### src/rtl/pgseq_pkg.sv
package pgseq_pkg;
    localparam int PAGE_W        = 4;
    localparam int STEP_W        = 8;
    localparam int NIB_W         = 4;
    localparam int ADDR_W        = PAGE_W + STEP_W;
    localparam int NNIB          = ADDR_W / NIB_W;
    localparam int VEC_W         = 3;
    localparam int NPAGES_DEF    = 6;
    localparam int RAM_WORDS_DEF = 96;
    localparam int SP_FLOOR_DEF  = 16;
    localparam int RAM_AW_DEF    = $clog2(RAM_WORDS_DEF + 1);

    localparam logic [PAGE_W-1:0] BOOT_PAGE = PAGE_W'(1);
    localparam logic [STEP_W-1:0] VEC_STEP0 = STEP_W'(1);

    typedef enum logic [1:0] {
        OP_NEXT = 2'd0,
        OP_JUMP = 2'd1,
        OP_CALL = 2'd2,
        OP_RET  = 2'd3
    } op_e;

    typedef enum logic [2:0] {
        ST_IDLE, ST_PUSH0, ST_PUSH1, ST_PUSH2, ST_POP0, ST_POP1, ST_POP2
    } st_e;

    typedef struct packed {
        logic [PAGE_W-1:0] page;
        logic [STEP_W-1:0] step;
    } paddr_t;

    localparam paddr_t BOOT_ADDR = '{page: BOOT_PAGE, step: '0};

    function automatic paddr_t vec_target(input logic [VEC_W-1:0] v);
        paddr_t a;
        a.page = BOOT_PAGE;
        a.step = VEC_STEP0 + STEP_W'(v);
        return a;
    endfunction
endpackage

### src/rtl/pgseq_incr.sv
module pgseq_incr
    import pgseq_pkg::*;
#(
    parameter int NPAGES = NPAGES_DEF
) (
    input  paddr_t cur,
    output paddr_t nxt
);
    localparam logic [PAGE_W-1:0] LASTP = PAGE_W'(NPAGES - 1);

    always_comb begin
        nxt      = cur;
        nxt.step = cur.step + STEP_W'(1);
        if (cur.step == '1) begin
            nxt.page = (cur.page >= LASTP) ? '0 : cur.page + PAGE_W'(1);
        end
    end
endmodule

### src/rtl/pgseq_nibsel.sv
module pgseq_nibsel
    import pgseq_pkg::*;
(
    input  paddr_t                      val,
    input  logic [$clog2(NNIB)-1:0]     idx,
    output logic [NIB_W-1:0]            nib
);
    logic [ADDR_W-1:0] flat;
    logic [NIB_W-1:0]  parts [NNIB];

    assign flat = val;

    // part 0 is the most significant nibble (the page)
    for (genvar g = 0; g < NNIB; g++) begin : g_part
        assign parts[g] = flat[ADDR_W-1-g*NIB_W -: NIB_W];
    end

    always_comb begin
        nib = '0;
        for (int i = 0; i < NNIB; i++) begin
            if (int'(idx) == i) nib = parts[i];
        end
    end
endmodule

### src/rtl/pgseq_sp.sv
module pgseq_sp #(
    parameter int WORDS = 96,
    parameter int FLOOR = 16,
    parameter int AW    = $clog2(WORDS + 1)
) (
    input  logic          clk,
    input  logic          rst,
    input  logic          dec,
    input  logic          inc,
    output logic [AW-1:0] wr_addr,
    output logic [AW-1:0] rd_addr,
    output logic          err
);
    localparam logic [AW-1:0] TOP  = AW'(WORDS);
    localparam logic [AW-1:0] LAST = AW'(WORDS - 1);
    localparam logic [AW-1:0] FLR  = AW'(FLOOR);
    localparam logic [AW-1:0] ONE  = AW'(1);

    logic [AW-1:0] sp_q;
    logic [AW-1:0] up;

    always_comb begin
        rd_addr = (sp_q >= TOP) ? sp_q - TOP : sp_q;
        wr_addr = (rd_addr == '0) ? LAST : rd_addr - ONE;
        up      = (rd_addr == LAST) ? '0 : rd_addr + ONE;
    end

    always_ff @(posedge clk) begin
        if (rst) begin
            sp_q <= TOP;
            err  <= 1'b0;
        end else if (dec) begin
            sp_q <= wr_addr;
            if (wr_addr < FLR) err <= 1'b1;
        end else if (inc) begin
            sp_q <= up;
        end
    end
endmodule

### src/rtl/pgseq_top.sv
module pgseq_top
    import pgseq_pkg::*;
#(
    parameter int NPAGES    = NPAGES_DEF,
    parameter int RAM_WORDS = RAM_WORDS_DEF,
    parameter int SP_FLOOR  = SP_FLOOR_DEF,
    parameter int RAM_AW    = $clog2(RAM_WORDS + 1)
) (
    input  logic              clk,
    input  logic              rst,
    input  logic              cmd_go,
    input  logic [1:0]        cmd_op,
    input  logic [ADDR_W-1:0] cmd_tgt,
    input  logic              irq_req,
    input  logic [VEC_W-1:0]  irq_vec,
    input  logic [NIB_W-1:0]  ram_rdata,
    output logic              ram_we,
    output logic              ram_re,
    output logic [RAM_AW-1:0] ram_addr,
    output logic [NIB_W-1:0]  ram_wdata,
    output logic [ADDR_W-1:0] fetch_addr,
    output logic              busy,
    output logic              stk_err
);
    st_e               st_q;
    paddr_t            pc_q, pc_inc, save_q, dest_q;
    logic [NIB_W-1:0]  lo_q, hi_q;
    logic [RAM_AW-1:0] wr_addr, rd_addr;
    logic [$clog2(NNIB)-1:0] nib_idx;
    op_e               op;

    assign op = op_e'(cmd_op);

    pgseq_incr #(.NPAGES(NPAGES)) u_incr (
        .cur (pc_q),
        .nxt (pc_inc)
    );

    pgseq_nibsel u_nib (
        .val (save_q),
        .idx (nib_idx),
        .nib (ram_wdata)
    );

    pgseq_sp #(.WORDS(RAM_WORDS), .FLOOR(SP_FLOOR), .AW(RAM_AW)) u_sp (
        .clk     (clk),
        .rst     (rst),
        .dec     (ram_we),
        .inc     (ram_re),
        .wr_addr (wr_addr),
        .rd_addr (rd_addr),
        .err     (stk_err)
    );

    always_comb begin
        ram_we  = (st_q == ST_PUSH0) || (st_q == ST_PUSH1) || (st_q == ST_PUSH2);
        ram_re  = (st_q == ST_POP0)  || (st_q == ST_POP1)  || (st_q == ST_POP2);
        ram_addr = ram_we ? wr_addr : rd_addr;
        unique case (st_q)
            ST_PUSH1: nib_idx = 2'd1;
            ST_PUSH2: nib_idx = 2'd2;
            default:  nib_idx = 2'd0;
        endcase
    end

    always_ff @(posedge clk) begin
        if (rst) begin
            st_q   <= ST_IDLE;
            pc_q   <= BOOT_ADDR;
            save_q <= '0;
            dest_q <= '0;
            lo_q   <= '0;
            hi_q   <= '0;
        end else begin
            unique case (st_q)
                ST_IDLE: begin
                    if (irq_req) begin
                        save_q <= pc_q;
                        dest_q <= vec_target(irq_vec);
                        st_q   <= ST_PUSH0;
                    end else if (cmd_go) begin
                        unique case (op)
                            OP_NEXT: pc_q <= pc_inc;
                            OP_JUMP: pc_q <= paddr_t'(cmd_tgt);
                            OP_CALL: begin
                                save_q <= pc_inc;
                                dest_q <= paddr_t'(cmd_tgt);
                                st_q   <= ST_PUSH0;
                            end
                            OP_RET:  st_q <= ST_POP0;
                        endcase
                    end
                end
                ST_PUSH0: st_q <= ST_PUSH1;
                ST_PUSH1: st_q <= ST_PUSH2;
                ST_PUSH2: begin
                    pc_q <= dest_q;
                    st_q <= ST_IDLE;
                end
                ST_POP0: begin
                    lo_q <= ram_rdata;
                    st_q <= ST_POP1;
                end
                ST_POP1: begin
                    hi_q <= ram_rdata;
                    st_q <= ST_POP2;
                end
                ST_POP2: begin
                    pc_q <= paddr_t'({ram_rdata, hi_q, lo_q});
                    st_q <= ST_IDLE;
                end
                default: st_q <= ST_IDLE;
            endcase
        end
    end

    assign fetch_addr = pc_q;
    assign busy       = (st_q != ST_IDLE);
endmodule

### config.mk
export PLATFORM = sky130hd
export DESIGN_NAME = pgseq_top
export DESIGN_NICKNAME = d
export VERILOG_FILES = /design/src/rtl/pgseq_pkg.sv /design/src/rtl/pgseq_incr.sv /design/src/rtl/pgseq_nibsel.sv /design/src/rtl/pgseq_sp.sv /design/src/rtl/pgseq_top.sv
export SDC_FILE = /design/constraint.sdc
export NUM_CORES = 1
export LEC_CHECK = 0
export BUFFER_PORTS_ARGS = -buffer_cell sky130_fd_sc_hd__buf_2
export CAP_MARGIN = 10
export CORE_MARGIN = 4
export CORE_UTILIZATION = 30
export DETAILED_ROUTE_END_ITERATION = 12
export GPL_ROUTABILITY_DRIVEN = 0
export PLACE_DENSITY = 0.49
export SLEW_MARGIN = 20
export SYNTH_ARGS = -nofsm -noshare
export SYNTH_HDL_FRONTEND = slang
export SYNTH_SLANG_ARGS = --single-unit
export TNS_END_PERCENT = 50
### constraint.sdc
create_clock -name clk -period 2.2 [get_ports clk]
set_clock_uncertainty 0.2 [all_clocks]
set_input_delay 0.33 -clock clk [delete_from_list [all_inputs] [get_ports clk]]
set_output_delay 0.33 -clock clk [all_outputs]
set_load 0.01 [all_outputs]
==> flow_metrics.py, run 1 <==
metrics = {
    "critical_path": {
        "cp_max_fo": 3,
        "cp-start-kind": "flop",
        "worst-setup-path-type": "reg -> out",
        "required_ns": 1.67,
        "r2r_setup_slack_ns": 0.02,
        "crit_arrival_ns": 1.87,
        "endpoint_kind": "primary output",
    },
    "grt": {
        "grt_max_degree": 37,
        "grt_pass1_vias": 3349,
        "grt_overflow": 0,
        "antenna_found_initial": 0,
        "grt_pass1_wl_um": 17300,
        "globalRouteTotalUtil_pct": 16.8,
    },
    "worst_hold_path": {
        "hold_class": "in -> reg",
    },
    "clock_network": {
        "cts_tree": "done",
        "cts.sink_count": 55,
        "cts-root-buf": "clkbuf_8",
        "cts.htree.levels": 2,
        "cts.path.max_buffers": 2,
        "cts_inserted_buffers": 5,
        "insertion_delay_ns": 0.31,
        "path_clk_slew_ns": 0.10,
    },
    "pwr": {
        "pwr-share-comb_pct": 42.7,
        "total_power_mw": 3.11,
        "powerDensity_nw_per_um2": 714,
        "power_switching_mw": 1.14,
        "pwr-share-clk_pct": 18.6,
        "p_int_mw": 1.98,
        "p_seq_share_pct": 38.7,
        "switching_share_pct": 36.5,
        "p_leak_nw": 1.74,
        "peakVddDrop_mv": 0.313,
    },
    "placement": {
        "dp_slack_ns": 0.0394,
        "io_buffer_count": 51,
        "place_area_sq_um": 4000,
        "dpl.hpwl_um": 7870,
        "dp_cells": 641,
    },
    "synthesis": {
        "synth_nets": 470,
        "ys.warnings.count": 0,
        "synth_flop_cell": "dfxtp_1",
        "yosysTopAreaCell": "dfxtp_1",
        "synth_area_leaders": "dfxtp_1, nor2_1, a21oi_1",
        "postSynthAreaPerCell_sq_um": 7.63,
        "synth-edff-count": 0,
        "async_reset_ff_share_pct": 0,
        "yosysSeqAreaShare_pct": 32.9,
        "yosysMostFrequentCell": "nor2_1",
        "synthCells": 438,
        "synth_area_sq_um": 3340,
        "yosysTopAreaCellShare_pct": 32.9,
        "ys_ff_latch": 55,
        "ys_types": 54,
        "synthTopCellsByCount": "nor2_1, dfxtp_1, nand2_1",
    },
    "sta": {
        "worst_pin_slew_ns": 0.457,
        "rsz0062_at_grt": "true",
        "tns_ns": -0.577,
        "fmax_ghz": 0.416,
        "relSlewSlack_pct": 69.5,
        "period_needed_ns": 2.40,
        "slew_violations": 0,
        "post-route-period-util_pct": 109,
        "fin_hold_ws_ns": 0.0691,
        "finalSetupViolCount": 4,
        "setup_slack_ns": -0.203,
        "hold_viol": 0,
    },
    "detailed_routing": {
        "drt-initial-drc-count": 190,
        "num_vias": 3475,
        "postRouteAntennaNets": 0,
        "drt_wl_total_um": 10800,
        "drc": 0,
        "first_pass_iters": 5,
        "wl_per_cell_um": 16.4,
        "via_per_inst": 5.25,
    },
    "run_status": {
        "status": "finished, violations left",
        "violations": "negative setup slack",
    },
    "flow_run": {
        "maxCapViolCount": 0,
    },
    "layout": {
        "drive_above_1_share_pct": 29.5,
        "area_delta_synth_final_pct": 30.4,
        "final_area_sq_um": 4360,
        "nNetsFinal": 553,
        "diodes": 0,
        "fin_util_pct": 40.0,
        "layoutNonFillerInstCount": 662,
    },
    "die": {
        "die_w_um": 114,
        "rows": 38,
        "initial_utilization_pct": 30.7,
        "core_sq_um": 10900,
        "dieArea_sq_um": 12900,
        "io_pins": 52,
        "die_h_um": 114,
    },
}
-- registers in the layout, summed over array words and instances, names as in the netlist --
| register | count |
|---|---|
| dest_q | 12 |
| fetch_addr | 12 |
| save_q | 12 |
| u_sp.sp_q | 7 |
| hi_q | 4 |
| lo_q | 4 |
| st_q | 3 |
| u_sp.err | 1 |
-- per-layer routing --
layer,share of wire [%],GRT usage (%),vias up
met5,0,0,-
met4,1.7,4.49,0
met2,45,26.8,102
li1,-,-,1724
met1,48,23.4,1638
met3,5.2,2.81,11
-- power groups by stage --
stage          combinational (mW)  sequential [mW]  clock (mW)
3_5_place_dp                 1.13             1.20           0
4_1_cts                      1.23             1.19       0.605
6_report                     1.33             1.20       0.579
2_1_floorplan               0.697             1.19           0
3_3_place_gp                 1.13             1.20           0
5_1_grt                      1.46             1.22       0.652
-- cell families (layout without fill, tap and decap cells) --
kind of cell | count (synthesis) | count (layout) | synth area share [%]
AND/OR/NAND/NOR | 168 | 168 | 23.7
AO/OA/AOI/OAI | 125 | 125 | 24.7
buffers and inverters | 47 | 131 | 5.99
flip-flops | 55 | 55 | 32.9
multiplexers | 16 | 16 | 4.83
XOR/XNOR | 20 | 20 | 5.24
adder cells (fa/ha/maj) | 7 | 7 | 2.62
-- critical path, stage by stage (launching register included) --
cell and delay, ns:
dfxtp_2 0.34, or3_4 0.40, nor3_4 0.15, mux2_4 0.34, nor2_4 0.08, o21bai_1 0.11, buf_2 0.15
-- path summary, 6_finish.rpt --
| check | end | start | cells after the start |
|---|---|---|---|
| worst max-delay path | ram_addr[5] | u_sp.sp_q[0]$_SDFFE_PP0P_ | 6 |
| worst min-delay path | lo_q[3]$_SDFFE_PP0N_ | ram_rdata[3] | 3 |
| worst max register to register | fetch_addr[8]$_SDFFE_PP1P_ | st_q[0]$_SDFFE_PP0P_ | 4 |
| worst min register to register | save_q[11]$_SDFFE_PP0P_ | save_q[11]$_SDFFE_PP0P_ | 2 |
-- repair_timing --
action	4_1_cts	5_1_grt
cloned	0	0
endpoints found under the setup margin	5	16
buffers inserted	4	9
endpoints found under the hold margin	0	0
resized for setup	23	23
hold buffers	0	0
pin swaps	3	6
-- placed cells by master, fill, tap and decap left out, drive strengths merged, types with 6 or more instances in the layout --
cell | synthesis | layout
nor2 | 63 | 63
nand2b | 9 | 9
xnor2 | 15 | 15
clkbuf | 32 | 6
buf | 4 | 112
a21oi | 36 | 36
nand2 | 43 | 43
a211oi | 22 | 22
nor3 | 12 | 12
ha | 7 | 7
inv | 10 | 11
a22o | 6 | 6
mux2i | 15 | 15
nand3b | 8 | 8
dfxtp | 55 | 55
o21ai | 22 | 22
nand3 | 11 | 11
-- area by class of cell --
class,instances,area [sq um]
clock buffers,6,72.6
clock inverters,2,12.5
fillers,1159,6530
inverters,11,43.8
multi-input cells,336,2180
flip-flops and latches,55,1110
well taps,140,175
repair buffers,112,763
No activity file was read; power rests on OpenSTA's default activity.
==> inputs of run 2 (changes only) <==
Settings changed: CORE_UTILIZATION 30 to 40, PLACE_DENSITY 0.49 to 0.62.
==> flow_metrics.py, run 2 (same netlist as run 1, synthesis figures left out) <==
metrics = {
    "layout": {
        "nNetsFinal": 542,
        "fillerInstances": 818,
        "fin_util_pct": 51.4,
        "final_area_sq_um": 4200,
        "final_cell_mix": "nor2_1, buf_2, dfxtp_1",
        "diodes": 0,
        "drive_above_1_share_pct": 27.8,
        "area_delta_synth_final_pct": 25.8,
        "layout_commonest_cell": "nor2_1",
    },
    "sta": {
        "setup_slack_ns": -0.192,
        "worst_pin_slew_ns": 0.626,
        "slew_violations": 0,
        "period_needed_ns": 2.39,
        "fin_hold_ws_ns": 0.0864,
        "hold_viol": 0,
        "finalSetupViolCount": 4,
        "rsz0062_at_grt": "true",
        "post-route-period-util_pct": 109,
        "relSlewSlack_pct": 58.0,
        "fmax_ghz": 0.418,
    },
    "die": {
        "core_sq_um": 8180,
        "die_w_um": 99.4,
        "rows": 33,
        "dieArea_sq_um": 9880,
        "io_pins": 52,
        "die_h_um": 99.4,
        "initial_utilization_pct": 40.9,
    },
    "flow_run": {
        "maxCapViolCount": 0,
    },
    "critical_path": {
        "cpLargestDelayFamily": "simple AND/OR/NAND/NOR gates",
        "crit_arrival_ns": 1.86,
        "critical_path.cell_chain": "or3_4 > nor3_4 > mux2_4 > nor2_4 > o21bai_1 > buf_2",
        "endpoint_kind": "primary output",
        "cpMaxStageDelayCell": "or3_4",
        "path_buf_inv": 1,
        "required_ns": 1.67,
        "worst-setup-path-type": "reg -> out",
        "critPathMaxStageDelay_ns": 0.40,
        "r2r_setup_slack_ns": 0.03,
        "cp-start-kind": "flop",
        "cp_max_fo": 3,
    },
    "clock_network": {
        "cts_tree": "done",
        "holdBufCountCts": 0,
        "cts_inserted_buffers": 5,
        "path_clk_slew_ns": 0.09,
        "insertion_delay_ns": 0.31,
        "cts.sink_count": 55,
        "cts.htree.levels": 2,
        "cts-root-buf": "clkbuf_8",
        "cts.path.max_buffers": 2,
    },
    "grt": {
        "grt_overflow": 0,
        "antenna_found_initial": 0,
        "globalRouteTotalUtil_pct": 19.6,
        "grt_pass1_vias": 3212,
        "grt_max_degree": 37,
        "grt_pass1_wl_um": 15900,
    },
    "placement": {
        "dp_slack_ns": 0.0396,
        "io_buffer_count": 51,
        "place_area_sq_um": 3940,
        "dpl.hpwl_um": 7390,
    },
    "pwr": {
        "power_switching_mw": 1.11,
        "peakVddDrop_mv": 0.293,
        "total_power_mw": 3.06,
        "switching_share_pct": 36.3,
        "pwr-share-comb_pct": 42.4,
        "p_seq_share_pct": 39.6,
        "p_int_mw": 1.95,
        "powerDensity_nw_per_um2": 728,
        "p_leak_nw": 1.66,
        "pwr-share-clk_pct": 18.0,
    },
    "detailed_routing": {
        "via_per_inst": 5.63,
        "drc": 0,
        "drt-initial-drc-count": 204,
        "drt_wl_total_um": 9930,
        "postRouteAntennaNets": 0,
        "num_vias": 3467,
        "first_pass_iters": 5,
        "wl_per_cell_um": 16.1,
    },
    "run_status": {
        "status": "finished, violations left",
        "violations": "negative setup slack",
    },
    "worst_hold_path": {
        "hold_class": "in -> reg",
    },
}
[run 2: changes by cell type in the layout (fill, tap and decap cells not counted), sizes merged]
cell	previous run	this run
buf	112	101
[run 2: what timing repair did]
item | 4_1_cts | 5_1_grt
gates cloned | 0 | 0
pin swaps | 1 | 2
gates resized for setup | 15 | 22
endpoints found under the setup margin | 6 | 12
buffers inserted | 1 | 3
[run 2: worst paths after layout]
path	start	endpoint	depth (start not counted)
hold reg to reg	dest_q[7]$_SDFFE_PP0P_	dest_q[7]$_SDFFE_PP0P_	2
setup reg to reg	st_q[0]$_SDFFE_PP0P_	fetch_addr[8]$_SDFFE_PP1P_	4
setup / recovery	u_sp.sp_q[0]$_SDFFE_PP0P_	ram_addr[5]	6
hold / removal	ram_rdata[1]	lo_q[1]$_SDFFE_PP0N_	3
[run 2: worst min-delay path: cells and delay by family]
family                 cells  cell delay [ns]
AOI/OAI and AO/OA          1             0.05
buffers and inverters      1             0.12
and+or+nand+nor            1             0.05
[run 2: power groups by stage]
stage | logic (mW) | clock network (mW) | registers, mW
3_3_place_gp | 1.11 | 0 | 1.20
2_1_floorplan | 0.697 | 0 | 1.19
4_1_cts | 1.18 | 0.567 | 1.20
3_5_place_dp | 1.12 | 0 | 1.21
5_1_grt | 1.42 | 0.603 | 1.22
6_report | 1.30 | 0.550 | 1.21
[run 2: routing by layer]
| metal | global-route usage [%] | part of all wire (%) |
|---|---|---|
| met5 | 0 | 0 |
| met4 | 3.57 | 0.64 |
| met3 | 2.45 | 6.6 |
| met2 | 32.3 | 46 |
| met1 | 27.8 | 46 |
[run 2: area by class of cell]
class / count / area, sq um / share of cell area [%]
timing repair buffer: 101 / 654 / 15.6
sequential: 55 / 1110 / 26.3
clock inverter: 2 / 12.5 / 0.298
multi-input combinational: 336 / 2180 / 52.0
inverter: 11 / 41.3 / 0.982
tap: 105 / 131 / 3.13
clock buffer: 6 / 72.6 / 1.73
[run 2: stage by stage]
stage,setup TNS (ns),cells
after floorplan,-0.253,438
after global placement,0,604
after detailed placement,0,604
after CTS,-0.627,613
after global routing,-0.744,616
final,-0.443,616
